`src/rtl/exc_seq_pkg.sv`:
```
package exc_seq_pkg;

   // exception kinds; the value is the vector slot index
   typedef enum logic [2:0] {
      EX_RST  = 3'd0,
      EX_UND  = 3'd1,
      EX_SWI  = 3'd2,
      EX_PABT = 3'd3,
      EX_DABT = 3'd4,
      EX_RSVD = 3'd5,
      EX_IRQ  = 3'd6,
      EX_FIQ  = 3'd7
   } exc_kind_e;

   localparam int MODE_W = 5;

   localparam logic [MODE_W-1:0] MD_USR = 5'h10;
   localparam logic [MODE_W-1:0] MD_FIQ = 5'h11;
   localparam logic [MODE_W-1:0] MD_IRQ = 5'h12;
   localparam logic [MODE_W-1:0] MD_SVC = 5'h13;
   localparam logic [MODE_W-1:0] MD_ABT = 5'h17;
   localparam logic [MODE_W-1:0] MD_UND = 5'h1B;
   localparam logic [MODE_W-1:0] MD_SYS = 5'h1F;

   // status word bit positions decoded by the rest of the core
   localparam int PSR_I = 7;
   localparam int PSR_F = 6;
   localparam int PSR_T = 5;

   function automatic logic [MODE_W-1:0] target_mode(input exc_kind_e k);
      logic [MODE_W-1:0] m;
      case (k)
         EX_UND:          m = MD_UND;
         EX_PABT, EX_DABT: m = MD_ABT;
         EX_IRQ:          m = MD_IRQ;
         EX_FIQ:          m = MD_FIQ;
         default:         m = MD_SVC;
      endcase
      return m;
   endfunction

   function automatic logic masks_fast(input exc_kind_e k);
      return (k == EX_RST) || (k == EX_FIQ);
   endfunction

endpackage

```
`src/rtl/exc_arb.sv`:
```
module exc_arb
   import exc_seq_pkg::*;
(
   input  logic      arm,
   input  logic      req_rst,
   input  logic      req_und,
   input  logic      req_swi,
   input  logic      req_pabt,
   input  logic      req_dabt,
   input  logic      req_irq,
   input  logic      req_fiq,
   input  logic      insn_done,
   input  logic      mask_i,
   input  logic      mask_f,
   output logic      take,
   output exc_kind_e kind
);
   localparam int N = 7;

   // candidate order is the priority order, slot 0 highest
   localparam logic [2:0] PRIO_KIND [N] = '{
      3'(EX_RST), 3'(EX_DABT), 3'(EX_FIQ), 3'(EX_IRQ),
      3'(EX_PABT), 3'(EX_UND), 3'(EX_SWI)
   };

   logic [N-1:0] cand;
   logic [N-1:0] blocked;
   logic [N-1:0] gnt;
   logic [2:0]   kind_bits;
   logic         sync_ok;

   assign sync_ok = arm & insn_done;

   always_comb begin
      cand[0] = arm & req_rst;
      cand[1] = sync_ok & req_dabt;
      cand[2] = sync_ok & req_fiq & ~mask_f;
      cand[3] = sync_ok & req_irq & ~mask_i;
      cand[4] = sync_ok & req_pabt;
      cand[5] = sync_ok & req_und;
      cand[6] = sync_ok & req_swi;
   end

   assign blocked[0] = 1'b0;

   genvar g;
   generate
      for (g = 0; g < N; g++) begin : g_pri
         if (g > 0) begin : g_chain
            assign blocked[g] = blocked[g-1] | cand[g-1];
         end
         assign gnt[g] = cand[g] & ~blocked[g];
      end
   endgenerate

   always_comb begin
      kind_bits = '0;
      for (int i = 0; i < N; i++) begin
         if (gnt[i]) kind_bits = kind_bits | PRIO_KIND[i];
      end
   end

   assign take = |gnt;
   assign kind = exc_kind_e'(kind_bits);

endmodule

```
`src/rtl/exc_entry_calc.sv`:
```
module exc_entry_calc
   import exc_seq_pkg::*;
#(
   parameter int DW       = 32,
   parameter int AW       = 32,
   parameter bit HIGH_VEC = 1'b0
)(
   input  exc_kind_e         kind,
   input  logic [DW-1:0]     cur_psr,
   output logic [DW-1:0]     psr_new,
   output logic [MODE_W-1:0] mode_new,
   output logic [AW-1:0]     vec
);
   localparam int SLOT_SH = 2;
   localparam int PAD_W   = AW - 3 - SLOT_SH;

   logic [AW-1:0] base;

   generate
      if (HIGH_VEC) begin : g_hi
         assign base = {{(AW-16){1'b1}}, 16'h0000};
      end else begin : g_lo
         assign base = '0;
      end
   endgenerate

   assign mode_new = target_mode(kind);
   assign vec      = base | {{PAD_W{1'b0}}, 3'(kind), {SLOT_SH{1'b0}}};

   always_comb begin
      psr_new               = cur_psr;
      psr_new[MODE_W-1:0]   = mode_new;
      psr_new[PSR_T]        = 1'b0;
      psr_new[PSR_I]        = 1'b1;
      if (masks_fast(kind)) psr_new[PSR_F] = 1'b1;
   end

endmodule

```
`src/rtl/exc_seq.sv`:
```
module exc_seq
   import exc_seq_pkg::*;
#(
   parameter int DW       = 32,
   parameter int AW       = 32,
   parameter bit HIGH_VEC = 1'b0
)(
   input  logic          clk,
   input  logic          rst_n,
   input  logic          req_rst,
   input  logic          req_und,
   input  logic          req_swi,
   input  logic          req_pabt,
   input  logic          req_dabt,
   input  logic          req_irq,
   input  logic          req_fiq,
   input  logic          insn_done,
   input  logic          ret_cmd,
   input  logic [AW-1:0] ret_addr,
   input  logic [DW-1:0] cur_psr,
   output logic [4:0]    rd_bank,
   input  logic [DW-1:0] spsr_rdata,
   input  logic [AW-1:0] lr_rdata,
   output logic          psr_we,
   output logic [DW-1:0] psr_wdata,
   output logic          spsr_we,
   output logic [4:0]    spsr_bank,
   output logic [DW-1:0] spsr_wdata,
   output logic          lr_we,
   output logic [4:0]    lr_bank,
   output logic [AW-1:0] lr_wdata,
   output logic          pc_we,
   output logic [AW-1:0] pc_wdata,
   output logic          flush
);
   generate
      if (DW < 8) begin : g_bad_dw
         $error("exc_seq: DW must hold the mode field and flag bits");
      end
      if (AW < 16) begin : g_bad_aw
         $error("exc_seq: AW must be at least 16");
      end
   endgenerate

   logic              busy_q;
   logic              take;
   exc_kind_e         kind;
   logic [DW-1:0]     ent_psr;
   logic [MODE_W-1:0] ent_mode;
   logic [AW-1:0]     ent_pc;
   logic [MODE_W-1:0] cur_mode;
   logic              banked_mode;
   logic              ret_ok;

   assign cur_mode    = cur_psr[MODE_W-1:0];
   assign rd_bank     = cur_mode;
   assign banked_mode = (cur_mode != MD_USR) && (cur_mode != MD_SYS);

   exc_arb u_arb (
      .arm       (~busy_q),
      .req_rst   (req_rst),
      .req_und   (req_und),
      .req_swi   (req_swi),
      .req_pabt  (req_pabt),
      .req_dabt  (req_dabt),
      .req_irq   (req_irq),
      .req_fiq   (req_fiq),
      .insn_done (insn_done),
      .mask_i    (cur_psr[PSR_I]),
      .mask_f    (cur_psr[PSR_F]),
      .take      (take),
      .kind      (kind)
   );

   exc_entry_calc #(
      .DW       (DW),
      .AW       (AW),
      .HIGH_VEC (HIGH_VEC)
   ) u_calc (
      .kind     (kind),
      .cur_psr  (cur_psr),
      .psr_new  (ent_psr),
      .mode_new (ent_mode),
      .vec      (ent_pc)
   );

   assign ret_ok = ~busy_q & ~take & insn_done & ret_cmd & banked_mode;

   always_ff @(posedge clk or negedge rst_n) begin
      if (!rst_n) begin
         busy_q     <= 1'b0;
         psr_we     <= 1'b0;
         spsr_we    <= 1'b0;
         lr_we      <= 1'b0;
         pc_we      <= 1'b0;
         psr_wdata  <= '0;
         spsr_bank  <= '0;
         spsr_wdata <= '0;
         lr_bank    <= '0;
         lr_wdata   <= '0;
         pc_wdata   <= '0;
      end else begin
         busy_q  <= take | ret_ok;
         psr_we  <= take | ret_ok;
         pc_we   <= take | ret_ok;
         spsr_we <= take;
         lr_we   <= take;
         if (take) begin
            psr_wdata  <= ent_psr;
            spsr_bank  <= ent_mode;
            spsr_wdata <= cur_psr;
            lr_bank    <= ent_mode;
            lr_wdata   <= ret_addr;
            pc_wdata   <= ent_pc;
         end else if (ret_ok) begin
            psr_wdata  <= spsr_rdata;
            pc_wdata   <= lr_rdata;
         end
      end
   end

   assign flush = busy_q;

endmodule

```
`config.mk`:
```
export PLATFORM = sky130hd
export DESIGN_NAME = exc_seq
export DESIGN_NICKNAME = d
export VERILOG_FILES = /design/src/rtl/exc_seq_pkg.sv /design/src/rtl/exc_arb.sv /design/src/rtl/exc_entry_calc.sv /design/src/rtl/exc_seq.sv
export SDC_FILE = /design/constraint.sdc
export NUM_CORES = 1
export LEC_CHECK = 0
export BUFFER_PORTS_ARGS = -buffer_cell sky130_fd_sc_hd__buf_2
export CAP_MARGIN = 20
export CORE_MARGIN = 2
export CORE_UTILIZATION = 45
export DETAILED_ROUTE_END_ITERATION = 10
export PLACE_DENSITY_LB_ADDON = 0.05
export SLEW_MARGIN = 0
export SYNTH_ARGS = -nofsm -noshare
export SYNTH_HDL_FRONTEND = slang
export SYNTH_SLANG_ARGS = --single-unit
```
`constraint.sdc`:
```
create_clock -name clk -period 2.3 [get_ports clk]
set_input_delay 0.23 -clock clk [delete_from_list [all_inputs] [get_ports clk]]
set_output_delay 0.23 -clock clk [all_outputs]
set_load 0.05 [all_outputs]
```
# --- Word-level counts from Yosys, hierarchy flattened ---
# Index checks and enable logic that the tools add are counted.
totals:
  register_bits: 135
classes:
  n_eq_ne: 7
  n_reduce_logical: 6
  mux: 12
  bitwise: 36
ops:
  columns: ["cell", "n"]
  rows:
  - ["two-way mux 32 bit", 4]
  - ["AND 1 bit", 20]
  - ["case mux 4 bit (4 select lines)", 1]
  - ["!= test 5 bit, second input constant", 2]
  - ["NOT 1 bit", 10]
  - ["equality test 3 bit, second input constant", 3]
  - ["two-way mux 3 bit", 3]
  - ["OR reduction 7 bit", 1]
  - ["bitwise OR 1 bit", 6]
  - ["two-way mux 2 bit", 2]
  - ["equality test 3 x 1 -> 1 bit, second input constant", 1]
  - ["equality test 3 x 2 -> 1 bit, second input constant", 1]
  - ["zero test 3 bit", 1]
  - ["two-way mux 1 bit", 2]
  - ["nonzero test 2 bit", 1]
  - ["OR reduction 2 bit", 1]
  - ["logical AND 1 bit", 1]
  - ["logical OR 1 bit", 1]

# --- Logic depth before layout (Yosys ltp) ---
depth:
  depth_word: 18
  depth_mapped: 8
  ltp_nobuf: 6

# --- Modules after synthesis ---
# Synthesis repeated with hierarchy kept, for this count alone.
hier_totals:
  cells_unflattened: 847
  hier_area_um2: 9212.6
by_module_without_submodules:
  columns: ["mod", "seq_area_each_um2", "cells_per_inst", "n_inst", "area_per_inst_um2"]
  rows:
  - ["exc_seq", 3378.2, 759, 1, 8568.2]
  - ["exc_entry_calc", 0.0, 74, 1, 540.5]
  - ["exc_arb", 0.0, 14, 1, 103.8]

# --- Worst setup path before layout ---
# Ideal clock, no wire load.
synth_path:
  path_kind: "flip-flop to flip-flop"
  from: "reg busy_q (netlist: flush)"
  to: "reg pc_wdata[0]"
  path_stages_with_launch: 7
  slack_ps: 444
  arrival_time_ps: 1778
  setup_time_ps: 77
  path_buffers: 1
  synth_period_minus_slack_ps: 1856
  path_cell_list: "dfrtp_1 > nor2b_1 > nand2_1 > a21oi_1 > clkbuf_1 > nand2_1 > a21oi_1"
synth_between:
  elab_chain_len: 17
  word_cells_on_any_way: 36
synth_lines:
  columns: ["item", "line_no", "rtl"]
  rows:
  - ["start, declared", "exc_seq.sv:45", "logic busy_q;"]
  - ["start signal, assigned", "exc_seq.sv:103", "busy_q <= take | ret_ok;"]
  - ["NOT 1 bit (*)", "exc_seq.sv:60, exc_seq.sv:87", null]
  - ["AND 1 bit", "exc_arb.sv:32", "assign sync_ok = arm & insn_done;"]
  - ["AND 1 bit (on tied branches)", "exc_arb.sv:36, exc_arb.sv:37", null]
  - ["bitwise OR 1 bit / AND 1 bit (equally long branches)", "exc_arb.sv:50, exc_arb.sv:37", null]
  - ["bitwise OR 1 bit (4 in series)", "exc_arb.sv:50", "assign blocked[g] = blocked[g-1] | cand[g-1];"]
  - ["NOT 1 bit", "exc_arb.sv:52", "assign gnt[g] = cand[g] & ~blocked[g];"]
  - ["AND 1 bit", "exc_arb.sv:52", null]
  - ["OR reduction 7 bit", "exc_arb.sv:63", "assign take = |gnt;"]
  - ["NOT 1 bit", "exc_seq.sv:87", "assign ret_ok = ~busy_q & ~take & insn_done & ret_cmd & banked_mode;"]
  - ["AND 1 bit (4 in series)", "exc_seq.sv:87", null]
  - ["nonzero test 2 bit (no line)", null, null]
  - ["end signal, assigned", "exc_seq.sv:114", "pc_wdata <= ent_pc;"]
  - ["end signal, assigned", "exc_seq.sv:117", "pc_wdata <= lr_rdata;"]
  - ["end, declared", "exc_seq.sv:33", "output logic [AW-1:0] pc_wdata,"]
# Every way passes the cells marked *; elsewhere a longest branch is shown, timed or not.
# A chain may end at the register's enable or synchronous reset.

# --- Final worst setup path ---
layout_path:
  from: "reg busy_q (netlist: flush)"
  to: "reg pc_wdata[17]"
# Same word-level chain as after synthesis.

==> metrics.cfg <==
[outcome]
run_status=finished clean

[layout]
fillCellCount=1061
count_of_nets_after_finishing=993
final_layout_size_suffix_gt1_share_pct=38.29
insertedDiodeCount=0
synthToLayoutAreaGrowth_pct=40.12

[drt]
top_signal_layer_used=met4
first_pass_iters=4
detail_route.iter0.violations=321
route.final.wire_length_um=15410
detail_route.drc_violations=0
met2_wirelength_um=7556
wire_per_inst_um=15.20
postRouteAntennaNets=0
dr_vias=5000
via_per_inst=4.931
wl_met3_um=1129
wl_met1_um=6234

[worst_setup_path]
criticalPathCategory=reg2reg
path_common_cell=nand2_1
cp_data_required_time_ns=2.63
critPathSlowestCell=dfrtp_1
setup.worst_path.start=flush
ff2ff_setup_slack_ns=0.43
crit_path_end_kind=register
worst_r2r_startpoint=flush
cpPeakStageDelay_ns=0.45
regToRegEndpoint=pc_wdata[17]
crit_path_cell_trace=nor2b_1 -> nand2_1 -> a21oi_4 -> buf_4 -> nand2_1 -> a21oi_1
reg2regPathDepth=6
cp.arrival_ns=2.20
worst_setup_path_start_kind=register
maximum_fanout_along_the_worst_path=31

[timing]
final_min_period_over_clock_period_pct=81.35
clock.fmax_mhz=534.5
worst_pin_slew_ns=0.7542
setup_viol=0
maxSlewViolCount=0
final.min_clock_period_ns=1.871
grt_setup_unrepaired=no
post_route_skew_ns=0.006196
fin_tns_setup_ns=0
maxSlewHeadroom_pct=49.72
finalHoldViolations=0

[die]
initial_core_util_pct=45.99
floorplan.die.height_um=114.6
io_pins=287
die_area_um2=13130
die_width_um=114.6
placement_rows=40
core_region_area_um2=11960

[synthesis]
synth_top_cells_by_count=nand2_1 (263), dfrtp_1 (135), a21oi_1 (32)
synth-edff-count=0
yosys.area.top_type_share_pct=61.41
synth-async-reset-ratio_pct=100.0
syn-cell-area_um2=5502
synth_warn=0
leading_cell_types_by_total_area_after_synthesis=dfrtp_1 (61%), nand2_1 (18%), mux2i_1 (5.3%)
post-synth-top-count-cell=nand2_1
synthDistinctLibCells=35
ys_seq_elements=135
synthesis.nets=713
synthesis.area_per_instance_um2=9.585
synth.largest_area_cell=dfrtp_1
postSynthCellCount=574
yosysSeqAreaShare_pct=61.41
synth_top_flop_cell=dfrtp_1

[power_and_ir_drop]
cellPowerDensity_nw_per_um2=1291
ir_worst_vdd_uv=774.3
pwr-share-clk_pct=29.3
switching_share_pct=42.80
sw_pwr_mw=4.259
cellInternalPower_mw=5.692
static-leakage-power_nw=4.378
power_mw=9.951
power_frac_comb_pct=38.3
seq_power_share_pct=32.3

[clocking]
post_cts.repair.setup_buffers=0
clockBufferDepth=2
clk-insertion-delay-late_ns=0.41
tritoncts.num_buffers=17
ctsRootBufferMaster=clkbuf_16
clk_transition_reported_paths_ns=0.05
tritoncts=done
cts_resized=0
cts_sinks=135
max_h_tree_level=4

[worst_hold_path]
hold-path-endpoint=lr_wdata[23]
hold_path_class=in2reg
holdCritStartpoint=ret_addr[23]
whs_path_depth=3

[run]
max_cap_violations=0

[global_route]
global_route_wire_length_before_repair_um=23860
vias_in_the_first_global_route=4929
largest_net_degree_at_the_start_of_global_routing=136
grt_use_total_pct=23.51
grt_overflow=0
antenna_found_initial=0

[placed_design]
place_congestion=0.8167
detailedPlacementHpwl_um=10820
port_buffers=286

==> power by group through the flow <==
stage | Sequential [mW] | Combinational [mW] | Clock (mW)
floorplan | 5.17 | 0.881 | 0
global placement | 3.23 | 3.78 | 0
detailed placement | 3.25 | 3.82 | 0
CTS | 3.22 | 3.84 | 2.97
global route | 3.28 | 4.05 | 3.06
finish | 3.22 | 3.81 | 2.92
==> critical path: cells and delay by family, from the launching register on <==
kind	cells	cell delay (ns)
flip-flops	1	0.45
AO/OA/AOI/OAI	2	0.38
AND/OR/NAND/NOR	3	0.58
buffers and inverters	1	0.36
==> area by class of cell <==
| type | instances | area (µm²) | area share [%] |
|---|---|---|---|
| Timing Repair Buffer | 305 | 1639 | 21.26 |
| Inverter | 3 | 12.51 | 0.1623 |
| Tap cell | 147 | 183.9 | 2.386 |
| Sequential cell | 135 | 3378 | 43.82 |
| Clock inverter | 14 | 205.2 | 2.662 |
| Clock buffer | 18 | 439.2 | 5.697 |
| Multi-Input combinational cell | 392 | 1851 | 24.01 |
==> registers in the layout, indices dropped and copies added, names as in the netlist <==
name and cells:
lr_we 1, psr_wdata 32, lr_bank 5, flush 1, spsr_wdata 32, lr_wdata 32, pc_wdata 32
==> how the worst max path moves through the flow <==
stage | cells past startpoint | slack (ns) | end
after floorplan | 6 | 0.44 | pc_wdata[0]
after global placement | 7 | 0.36 | psr_wdata[9]
after detailed placement | 7 | 0.30 | psr_wdata[9]
after CTS | 6 | 0.41 | pc_wdata[1]
after global routing | 6 | 0.28 | pc_wdata[6]
final | 6 | 0.43 | pc_wdata[17]
==> through the flow <==
step	cell area, µm²	setup slack [ns]	instances	util [%]	hold slack (ns)
after floorplan	5502	0.4445	574	-	-0.06559
after CTS	7709	0.4082	1014	64.45	0.0002807
after global placement	6964	0.3599	972	58.22	0.4083
after global routing	7709	0.2812	1014	64.45	0.006468
final	7709	0.4290	1014	64.45	0.01586
after detailed placement	6964	0.2995	972	58.22	0.4103
==> cells in the final DEF (no fill, tap or decap), types with 2 or more instances in the layout <==
master         count
a21o_1             2
a21oi_1           31
a32oi_1            2
buf_12             3
buf_2            285
buf_4              7
bufinv_16          5
clkbuf_16         17
clkinv_2           7
clkinv_4           2
dfrtp_1          135
dlygate4sd3_1     10
inv_1              2
mux2i_1           29
nand2_1          263
nand2b_1           3
nand3_1            2
nand4_1            2
nor2_1             5
nor2b_1            3
nor3_1             4
o21ai_0            4
o21ai_1           24
o22a_1             2
o22ai_1            2
or3_1              2
==> layer usage <==
| layer | global-route usage, % | up-vias |
|---|---|---|
| li1 | - | 2413 |
| met1 | 28.43 | 2357 |
| met2 | 38.78 | 197 |
| met3 | 6.353 | 33 |
| met4 | 11.79 | 0 |
| met5 | 0 | - |
==> cell families after synthesis <==
group                  share of synthesized area [%]
buffers and inverters                          5.208
muxes                                          5.276
and+or+nand+nor                                20.51
AOI/OAI and AO/OA                              7.596
DFF                                            61.41
==> repair_timing <==
item,CTS,global route
hold endpoints to repair,139,0
hold buffers,10,0
endpoints found under the setup margin,0,0
Power figures use the tool's default switching activity.
